==> src/rtl/blkrpt_pkg.sv <==
package blkrpt_pkg;
    typedef enum logic [1:0] {
        RPT_IDLE = 2'd0,
        RPT_LOOP = 2'd1,
        RPT_LAST = 2'd2
    } rpt_state_e;
endpackage

==> src/rtl/blkrpt_len_chk.sv <==
module blkrpt_len_chk #(
    parameter int AW      = 16,
    parameter int MIN_LEN = 3
) (
    input  logic [AW-1:0] blk_first,
    input  logic [AW-1:0] blk_last,
    output logic          len_ok
);
    localparam int        XW   = AW + 1;
    localparam logic [XW-1:0] SPAN = XW'(MIN_LEN - 1);

    logic [XW-1:0] diff;

    always_comb begin
        diff   = {1'b0, blk_last} - {1'b0, blk_first};
        len_ok = (blk_last >= blk_first) && (diff >= SPAN);
    end
endmodule

==> src/rtl/blkrpt_cnt.sv <==
module blkrpt_cnt #(
    parameter int CW = 16
) (
    input  logic          clk,
    input  logic          rst_n,
    input  logic          wr_en,
    input  logic [CW-1:0] wr_data,
    input  logic          load_en,
    input  logic          dec_en,
    output logic [CW-1:0] cnt_q,
    output logic          load_zero,
    output logic          cnt_one
);
    logic [CW-1:0] hist_q;

    always_ff @(posedge clk or negedge rst_n) begin
        if (!rst_n) begin
            cnt_q  <= '0;
            hist_q <= '0;
        end else begin
            hist_q <= cnt_q;
            if (load_en)
                cnt_q <= hist_q;
            else if (wr_en)
                cnt_q <= wr_data;
            else if (dec_en)
                cnt_q <= cnt_q - CW'(1);
        end
    end

    always_comb begin
        load_zero = (hist_q == '0);
        cnt_one   = (cnt_q == CW'(1));
    end

    AST_DEC_NONZERO: assert property (@(posedge clk) disable iff (!rst_n)
        dec_en |-> (cnt_q != '0));
endmodule

==> src/rtl/blkrpt_fsm.sv <==
module blkrpt_fsm
    import blkrpt_pkg::*;
(
    input  logic       clk,
    input  logic       rst_n,
    input  logic       start_go,
    input  logic       load_zero,
    input  logic       boundary,
    input  logic       abort,
    input  logic       cnt_wr,
    input  logic       cnt_wr_zero,
    input  logic       cnt_one,
    output rpt_state_e state_q,
    output logic       ovr_en,
    output logic       dec_en
);
    rpt_state_e state_d;

    always_ff @(posedge clk or negedge rst_n) begin
        if (!rst_n)
            state_q <= RPT_IDLE;
        else
            state_q <= state_d;
    end

    always_comb begin
        state_d = state_q;
        ovr_en  = 1'b0;
        dec_en  = 1'b0;
        if (start_go) begin
            state_d = load_zero ? RPT_LAST : RPT_LOOP;
        end else begin
            unique case (state_q)
                RPT_IDLE: begin
                    state_d = RPT_IDLE;
                end
                RPT_LOOP: begin
                    if (abort) begin
                        state_d = RPT_IDLE;
                    end else begin
                        if (boundary) begin
                            ovr_en = 1'b1;
                            dec_en = !cnt_wr;
                        end
                        if (cnt_wr)
                            state_d = cnt_wr_zero ? RPT_LAST : RPT_LOOP;
                        else if (boundary)
                            state_d = cnt_one ? RPT_LAST : RPT_LOOP;
                    end
                end
                RPT_LAST: begin
                    if (abort)
                        state_d = RPT_IDLE;
                    else if (cnt_wr)
                        state_d = cnt_wr_zero ? RPT_LAST : RPT_LOOP;
                    else if (boundary)
                        state_d = RPT_IDLE;
                end
                default: state_d = RPT_IDLE;
            endcase
        end
    end

    AST_LAST_EXIT: assert property (@(posedge clk) disable iff (!rst_n)
        (state_q == RPT_LAST && boundary && !abort && !cnt_wr && !start_go)
        |=> (state_q == RPT_IDLE));
    AST_ABORT_IDLE: assert property (@(posedge clk) disable iff (!rst_n)
        (abort && !start_go) |=> (state_q == RPT_IDLE));
endmodule

==> src/rtl/blkrpt_ctrl.sv <==
module blkrpt_ctrl
    import blkrpt_pkg::*;
#(
    parameter int AW      = 16,
    parameter int CW      = 16,
    parameter int MODE_W  = 16,
    parameter int ACT_BIT = 0,
    parameter int MIN_LEN = 3
) (
    input  logic              clk,
    input  logic              rst_n,
    input  logic              start_req,
    input  logic [AW-1:0]     start_addr,
    input  logic [AW-1:0]     end_addr,
    input  logic              cnt_wr_en,
    input  logic [CW-1:0]     cnt_wr_data,
    input  logic              st_wr_en,
    input  logic [MODE_W-1:0] st_wr_data,
    input  logic [AW-1:0]     pc,
    input  logic              fetch_adv,
    input  logic              isr_active,
    output logic              pc_ovr_en,
    output logic [AW-1:0]     pc_ovr_addr,
    output logic              active,
    output logic [CW-1:0]     count,
    output logic [MODE_W-1:0] mode,
    output logic              len_err
);
    localparam logic [MODE_W-1:0] ACT_MASK = MODE_W'(1) << ACT_BIT;

    rpt_state_e        state_q;
    logic              len_ok;
    logic              start_go;
    logic              load_zero;
    logic              cnt_one;
    logic              dec_en;
    logic              boundary;
    logic              abort;
    logic              guard_q;
    logic              at_end;
    logic [AW-1:0]     first_q;
    logic [AW-1:0]     last_q;
    logic [MODE_W-1:0] mode_q;

    blkrpt_len_chk #(.AW(AW), .MIN_LEN(MIN_LEN)) len_i (
        .blk_first (start_addr),
        .blk_last  (end_addr),
        .len_ok    (len_ok)
    );

    blkrpt_cnt #(.CW(CW)) cnt_i (
        .clk       (clk),
        .rst_n     (rst_n),
        .wr_en     (cnt_wr_en),
        .wr_data   (cnt_wr_data),
        .load_en   (start_go),
        .dec_en    (dec_en),
        .cnt_q     (count),
        .load_zero (load_zero),
        .cnt_one   (cnt_one)
    );

    blkrpt_fsm fsm_i (
        .clk         (clk),
        .rst_n       (rst_n),
        .start_go    (start_go),
        .load_zero   (load_zero),
        .boundary    (boundary),
        .abort       (abort),
        .cnt_wr      (cnt_wr_en),
        .cnt_wr_zero (cnt_wr_data == '0),
        .cnt_one     (cnt_one),
        .state_q     (state_q),
        .ovr_en      (pc_ovr_en),
        .dec_en      (dec_en)
    );

    always_comb begin
        active      = (state_q != RPT_IDLE);
        start_go    = start_req && len_ok;
        at_end      = (pc == last_q);
        boundary    = active && fetch_adv && at_end && !isr_active && !guard_q;
        abort       = active && st_wr_en && !st_wr_data[ACT_BIT];
        pc_ovr_addr = first_q;
        mode        = (mode_q & ~ACT_MASK) | (active ? ACT_MASK : '0);
    end

    always_ff @(posedge clk or negedge rst_n) begin
        if (!rst_n) begin
            first_q <= '0;
            last_q  <= '0;
            mode_q  <= '0;
            guard_q <= 1'b0;
            len_err <= 1'b0;
        end else begin
            len_err <= start_req && !len_ok;
            guard_q <= at_end && (guard_q || boundary);
            if (start_go) begin
                first_q <= start_addr;
                last_q  <= end_addr;
            end
            if (st_wr_en)
                mode_q <= st_wr_data & ~ACT_MASK;
        end
    end

    AST_OVR_ACTIVE: assert property (@(posedge clk) disable iff (!rst_n)
        pc_ovr_en |-> (active && pc == last_q));
    AST_LEN_REJECT: assert property (@(posedge clk) disable iff (!rst_n)
        (start_req && !len_ok && !active) |=> (!active && len_err));
    AST_MODE_KEEP: assert property (@(posedge clk) disable iff (!rst_n)
        (active && !st_wr_en) |=> ((mode & ~ACT_MASK) == $past(mode & ~ACT_MASK)));
    AST_ONE_DEC: assert property (@(posedge clk) disable iff (!rst_n)
        dec_en |=> !dec_en);
    AST_ISR_HOLD: assert property (@(posedge clk) disable iff (!rst_n)
        isr_active |-> (!dec_en && !pc_ovr_en));
endmodule

==> config.mk <==
export PLATFORM = sky130hd
export DESIGN_NAME = blkrpt_ctrl
export DESIGN_NICKNAME = d
export VERILOG_FILES = /design/src/rtl/blkrpt_pkg.sv /design/src/rtl/blkrpt_len_chk.sv /design/src/rtl/blkrpt_cnt.sv /design/src/rtl/blkrpt_fsm.sv /design/src/rtl/blkrpt_ctrl.sv
export SDC_FILE = /design/constraint.sdc
export NUM_CORES = 1
export LEC_CHECK = 0
export CAP_MARGIN = 20
export CORE_UTILIZATION = 45
export CTS_BUF_LIST = sky130_fd_sc_hd__clkbuf_16
export CTS_CLUSTER_DIAMETER = 100
export CTS_CLUSTER_SIZE = 30
export DETAILED_ROUTE_END_ITERATION = 10
export PLACE_DENSITY = 0.77
export REMOVE_ABC_BUFFERS = 1
export SLEW_MARGIN = 20
export SYNTH_ARGS = -nofsm -noshare
export SYNTH_HDL_FRONTEND = slang
export SYNTH_SLANG_ARGS = --single-unit
==> constraint.sdc <==
create_clock -name clk -period 4.9 [get_ports clk]
set_input_delay 0.98 -clock clk [delete_from_list [all_inputs] [get_ports clk]]
set_output_delay 0.98 -clock clk [all_outputs]
set_load 0.005 [all_outputs]
# Word-level counts from Yosys, hierarchy flattened
# Index checks and enable logic that the tools add are counted.
[totals] out_inout_bits=51 input_bits=87 ff_bits=83 word_cells=63
[classes] bitwise_logic=1 n_addsub=2 magnitude_cmp=2 eq_ne=6 reduce_logical=21 muxes=23
[op_table] operator="$mux W16" n=3
[op_table] operator="$logic_not A16 Y1" n=2
[op_table] operator="$mux W2" n=10
[op_table] operator="$ge A17 B2 Y1 const B" n=1
[op_table] operator="$sub A16 B16 Y17" n=1
[op_table] operator="$eq A16 B1 Y1 const B" n=1
[op_table] operator="$eq A16 B16 Y1" n=1
[op_table] operator="$ge A16 B16 Y1" n=1
[op_table] operator="$or A16 B1 Y16" n=1
[op_table] operator="$sub A16 B1 Y16 const B" n=1
[op_table] operator="$logic_and A1 B1 Y1" n=10
[op_table] operator="$ne A5 B5 Y1 const B" n=2
[op_table] operator="$mux W1" n=9
[op_table] operator="$logic_not A1 Y1" n=5
[op_table] operator="$pmux W2 S2" n=1
[op_table] operator="$reduce_bool A3 Y1" n=1
[op_table] operator="$eq A2 B1 Y1 const B" n=1
[op_table] operator="$eq A2 B2 Y1 const B" n=1
[op_table] operator="$reduce_and A2 Y1" n=1
[op_table] operator="$reduce_bool A2 Y1" n=1
[op_table] operator="$logic_or A1 B1 Y1" n=1

# Longest topological paths before layout
# Gate-level depths: netlist of the first run.
[logic_depth] word_depth=12 ltp_mapped=12

# By module
# From an unflattened synthesis of the first run, not the netlist that was laid out.
[unflattened] cells_unflattened=468 area_unflattened_um2=4843.4
[by_module_without_submodules] module="blkrpt_ctrl" n_inst=1 seq_area_each_um2=1226.2 cells_per_inst=139 area_each_um2=2052.0
[by_module_without_submodules] module="blkrpt_cnt" n_inst=1 seq_area_each_um2=800.8 cells_per_inst=168 area_each_um2=1659.1
[by_module_without_submodules] module="blkrpt_len_chk" n_inst=1 seq_area_each_um2=0.0 cells_per_inst=139 area_each_um2=940.9
[by_module_without_submodules] module="blkrpt_fsm" n_inst=1 seq_area_each_um2=50.0 cells_per_inst=22 area_each_um2=191.4

# Worst setup path before layout of the first run
# No wires, ideal clock.
[synth_timing] path_kind="input-to-output" startpoint="input start_addr[4]" endpoint="output pc_ovr_en" path_buffers=2 required_time_ns=3.920 cell_stages=12 arrival_time_ns=3.333 slack_ns=0.587 path_cell_list="inv_1 ha_1 buf_6 a21o_1 a21oi_2 a21oi_1 or4_1 a311oi_2 and4_4 nor2_2 buf_6 nor2b_1"
[synth_between] elab_chain_cells=5
[synth_rtl] item="start, declared" line="blkrpt_ctrl.sv:13" rtl="input logic [AW-1:0] start_addr,"
[synth_rtl] item="$sub A16 B16 Y17" line="blkrpt_len_chk.sv:15" rtl="diff = {1'b0, blk_last} - {1'b0, blk_first};"
[synth_rtl] item="$ge A17 B2 Y1" line="blkrpt_len_chk.sv:16" rtl="len_ok = (blk_last >= blk_first) && (diff >= SPAN);"
[synth_rtl] item="$logic_and A1 B1 Y1 (*)" line="blkrpt_len_chk.sv:16"
[synth_rtl] item="$logic_and A1 B1 Y1 (*)" line="blkrpt_ctrl.sv:80" rtl="start_go = start_req && len_ok;"
[synth_rtl] item="$mux W1 (*)" line="blkrpt_fsm.sv:30" rtl="if (start_go) begin"
[synth_rtl] item="end, declared" line="blkrpt_ctrl.sv:22" rtl="output logic pc_ovr_en,"
# Every way passes the cells marked *; elsewhere a longest branch is shown, timed or not.

# Final worst setup path of the first run
[layout_timing] startpoint="input start_addr[1]" endpoint="output pc_ovr_en"
# The elaborated chain is that of the path after synthesis.

==> results of run 1 <==
sequential cells by signal, summed over array words and instances, names as in the netlist:
name / flops
cnt_i.hist_q: 16
guard_q: 1
pc_ovr_addr: 16
last_q: 16
len_err: 1
mode_q: 15
fsm_i.state_q: 2
cnt_i.cnt_q: 16
cells in the mapped netlist (3+ instances only):
master	instances
a31oi_1	5
nand4_1	11
and3_1	6
a22oi_1	4
or3_1	7
nor4b_1	3
ha_1	21
o21a_1	3
o21ai_0	33
nand2b_1	5
o2111ai_1	3
a21o_1	9
nor4_1	18
a221oi_1	9
nor3_1	11
xor2_1	21
or4_1	3
nor2_1	55
clkbuf_1	19
mux2i_1	12
buf_6	4
xnor2_1	11
dfrtp_1	83
mux2_4	28
inv_1	30
nor2b_1	5
nand2_1	26
a211oi_1	6
a21oi_1	25
and2_1	3
nand3_1	14
mux2_2	19
area by class of cell:
class	instances	area (um^2)
Fill cell	890	3770
Clock buffer	9	225
Tap cell	143	179
Timing Repair Buffer	210	1920
Sequential cell	83	2080
Inverter	30	113
Multi-Input combinational cell	410	3150
Clock inverter	7	72.6
where the power goes:
group	switching (mW)	internal (mW)	leakage (nW)
clock network	0.291	0.398	0.144
logic	0.370	0.525	2.27
registers	0.133	0.827	0.985
total	0.794	1.75	3.40
worst register-to-register path, cell delays in order, from the launching register on:
cell	delay [ps]
dfrtp_1	390
xor2_1	170
nor4_1	510
nand4_1	260
buf_4	220
or4_1	680
or3_1	390
xor2_1	150
o21a_1	190
a221oi_2	260
logic make-up (layout without fill, tap and decap cells):
family | Yosys count | in the layout
muxes | 59 | 59
xor gates and xnor gates | 32 | 32
buffers and inverters | 56 | 256
and+or+nand+nor | 174 | 174
DFF | 83 | 83
AOI/OAI and AO/OA | 123 | 123
adders and majority gates | 22 | 22
metrics by stage:
stage / cells / setup TNS [ps] / hold slack (ps) / total power [mW]
final: 892 / 0 / 455 / 2.54
after global routing: 892 / -16.8 / 471 / 2.68
after CTS: 885 / 0 / 460 / 2.53
after detailed placement: 865 / -510 / 449 / 1.82
after global placement: 865 / -333 / 437 / 1.79
after floorplan: 523 / -218 / 427 / 1.37
worst max-delay path by stage:
stage | depth (start not counted) | to | startpoint
after floorplan | 9 | pc_ovr_en | start_addr[7]
after global placement | 14 | pc_ovr_en | end_addr[0]
after detailed placement | 14 | pc_ovr_en | end_addr[0]
after CTS | 13 | pc_ovr_en | start_addr[1]
after global routing | 13 | pc_ovr_en | start_addr[4]
final | 13 | pc_ovr_en | start_addr[1]
timing repair:
action                                  4_1_cts  5_1_grt
endpoints found under the setup margin        1        1
buffers inserted                              4        7
gates resized for setup                       6       20
pin swaps                                     5       13
per-layer routing:
layer / vias up / wire, um / track usage, %
li1: 2399 / - / -
met1: 2443 / 6920 / 35.8
met2: 245 / 7640 / 42.7
met3: 50 / 1170 / 3.06
met4: 0 / 532 / 12.2
met5: - / 0 / 0
==> flow_summary_export.csv, run 1 <==
group,metric,value,unit
timing,max_freq,0.208,GHz
critical_path,slowest_stage,"clkdlybuf4s50_1",
layout,antenna_cells,0,
floorplan,io_pins,138,
global_route,antenna_found_initial,0,
layout,nets,853,
global_route,grt_pass1_wl,26300,um
layout,layout_commonest_cell,"clkdlybuf4s50_1",
yosys,muxShareOfSynthArea,14.1,%
worst_hold_path,hold_path_end,"cnt_i.hist_q[5]",
placed_design,dpl_cell_area,7250,um^2
drt,drt-initial-drc-count,371,
worst_hold_path,hold_start,"cnt_i.cnt_q[5]",
yosys,synth_edf_count,0,
yosys,ys_ff_latch,83,
yosys,synth-compound-area-share,15.7,%
critical_path,r2r_slack,1590,ps
placed_design,place_ws,-510,ps
clock_tree,cts_sinks,83,
worst_hold_path,hold_class,"flip-flop to flip-flop",
yosys,synthTopCellsByArea,"dfrtp_1, mux2_4, ha_1",
drt,wl_per_cell,18.2,um
timing,period_minus_slack,4800,ps
drt,vias,5137,
timing,worstMarginPinSlew,863,ps
timing,hold_viol_final,0,
clock_tree,clock_latency,340,ps
floorplan,std_cell_rows,39,
clock_tree,ctsLongestPathBuffers,2,
power_and_ir_drop,leakagePower,3.40,nW
yosys,async_flop_share,100,%
drt,ant_nets,0,
layout,area_growth,44.3,%
yosys,synth.avg_cell_area,9.77,um^2
layout,drive_above_1_share,21.4,%
yosys,syn_area,5370,um^2
floorplan,die_area,12400,um^2
critical_path,crit_path_cell_trace,"clkdlybuf4s50_1 > inv_1 > ha_1 > nor2b_4 > o31ai_4 > a31oi_1 > or3_1 > a222oi_1 > buf_4 > and4_4 > nor2_4 > nor2b_1 > buf_2",
timing,fin_ws,102,ps
placed_design,portBuffers,137,
clock_tree,htreeDepth,3,
timing,maxSlewHeadroom,41.9,%
floorplan,coreArea,11500,um^2
global_route,grt_max_degree,84,
critical_path,crit_type,"primary input to primary output",
clock_tree,cts_buffers,9,
yosys,ys_types,61,
critical_path,cp-start-kind,"primary input",
yosys,ys_seq_area_share,38.7,%
power_and_ir_drop,power-per-cell-area,329,nW/um^2
yosys,syn_inst,549,
worst_hold_path,holdPathStages,0,
drt,dr.pass1.iters,10,
yosys,yosysTopAreaCell,"dfrtp_1",
clock_tree,ctsHoldBuffers,0,
yosys,synth_xor_area_share,5.22,%
floorplan,die_w,111,um
yosys,yosys.area_share.simple,16.5,%
yosys,synthAdderAreaFrac,5.27,%
critical_path,endpoint_kind,"primary output",
flow_run,drv_cap,0,
critical_path,critPathTopFamily,"buffers and inverters",
power_and_ir_drop,vdd_drop_max,203,uV
yosys,yosys.area.top_type_share,38.7,%
floorplan,die_y,111,um
floorplan,initial_core_util,46.6,%
timing,period_share,97.9,%
placed_design,dp_hpwl,11800,um
drt,viasPerCell,5.76,
yosys,ys.warnings.count,0,
status,outcome,"complete, but fails checks",
critical_path,cp_max_fo,3,
critical_path,critPathArrivalTime,3820,ps
critical_path,required,3920,ps
critical_path,r2r_cells,9,
drt,drt_wl_total,16300,um
status,violations,"design-rule violations",
global_route,track_usage,26.5,%
global_route,grt_pass1_vias,5201,
clock_tree,cts.clk_slew.worst_paths,70,ps
drt,drc,20,
clock_tree,cts-root-buf,"clkbuf_16",
yosys,synth_top_family_by_area,"simple AND/OR/NAND/NOR gates",
timing,final_max_slew_viol_count,0,
global_route,overflow,0,
critical_path,cp_num_buf_inv,4,
layout,utilization,67.2,%
placed_design,gp_congestion,0.899,
critical_path,rr_endpoint,"cnt_i.cnt_q[4]",
timing,setup_viol,0,
critical_path,regToRegStartpoint,"last_q[0]",
yosys,synth_flop_cell,"dfrtp_1",
layout,final_cell_mix,"clkdlybuf4s50_1, dfrtp_1, buf_4",
critical_path,cp_slowest_stage_delay,490,ps
timing,skew,9.80,ps
clock_tree,cts_tree,"built",
layout,final_cell_area,7740,um^2
No activity file was read; power rests on OpenSTA's default activity.
==> run 2, diff against run 1 <==
Settings changed: CAP_MARGIN 20 to 0.
==> results of run 2 <==
Same layout as run 1: the final DEF is identical, and so are final timing and power.
==> run 3, diff against run 2 <==
Settings changed: CAP_MARGIN 0 to 20.
==> results of run 3 <==
Same layout as run 1: the final DEF is identical, and so are final timing and power.
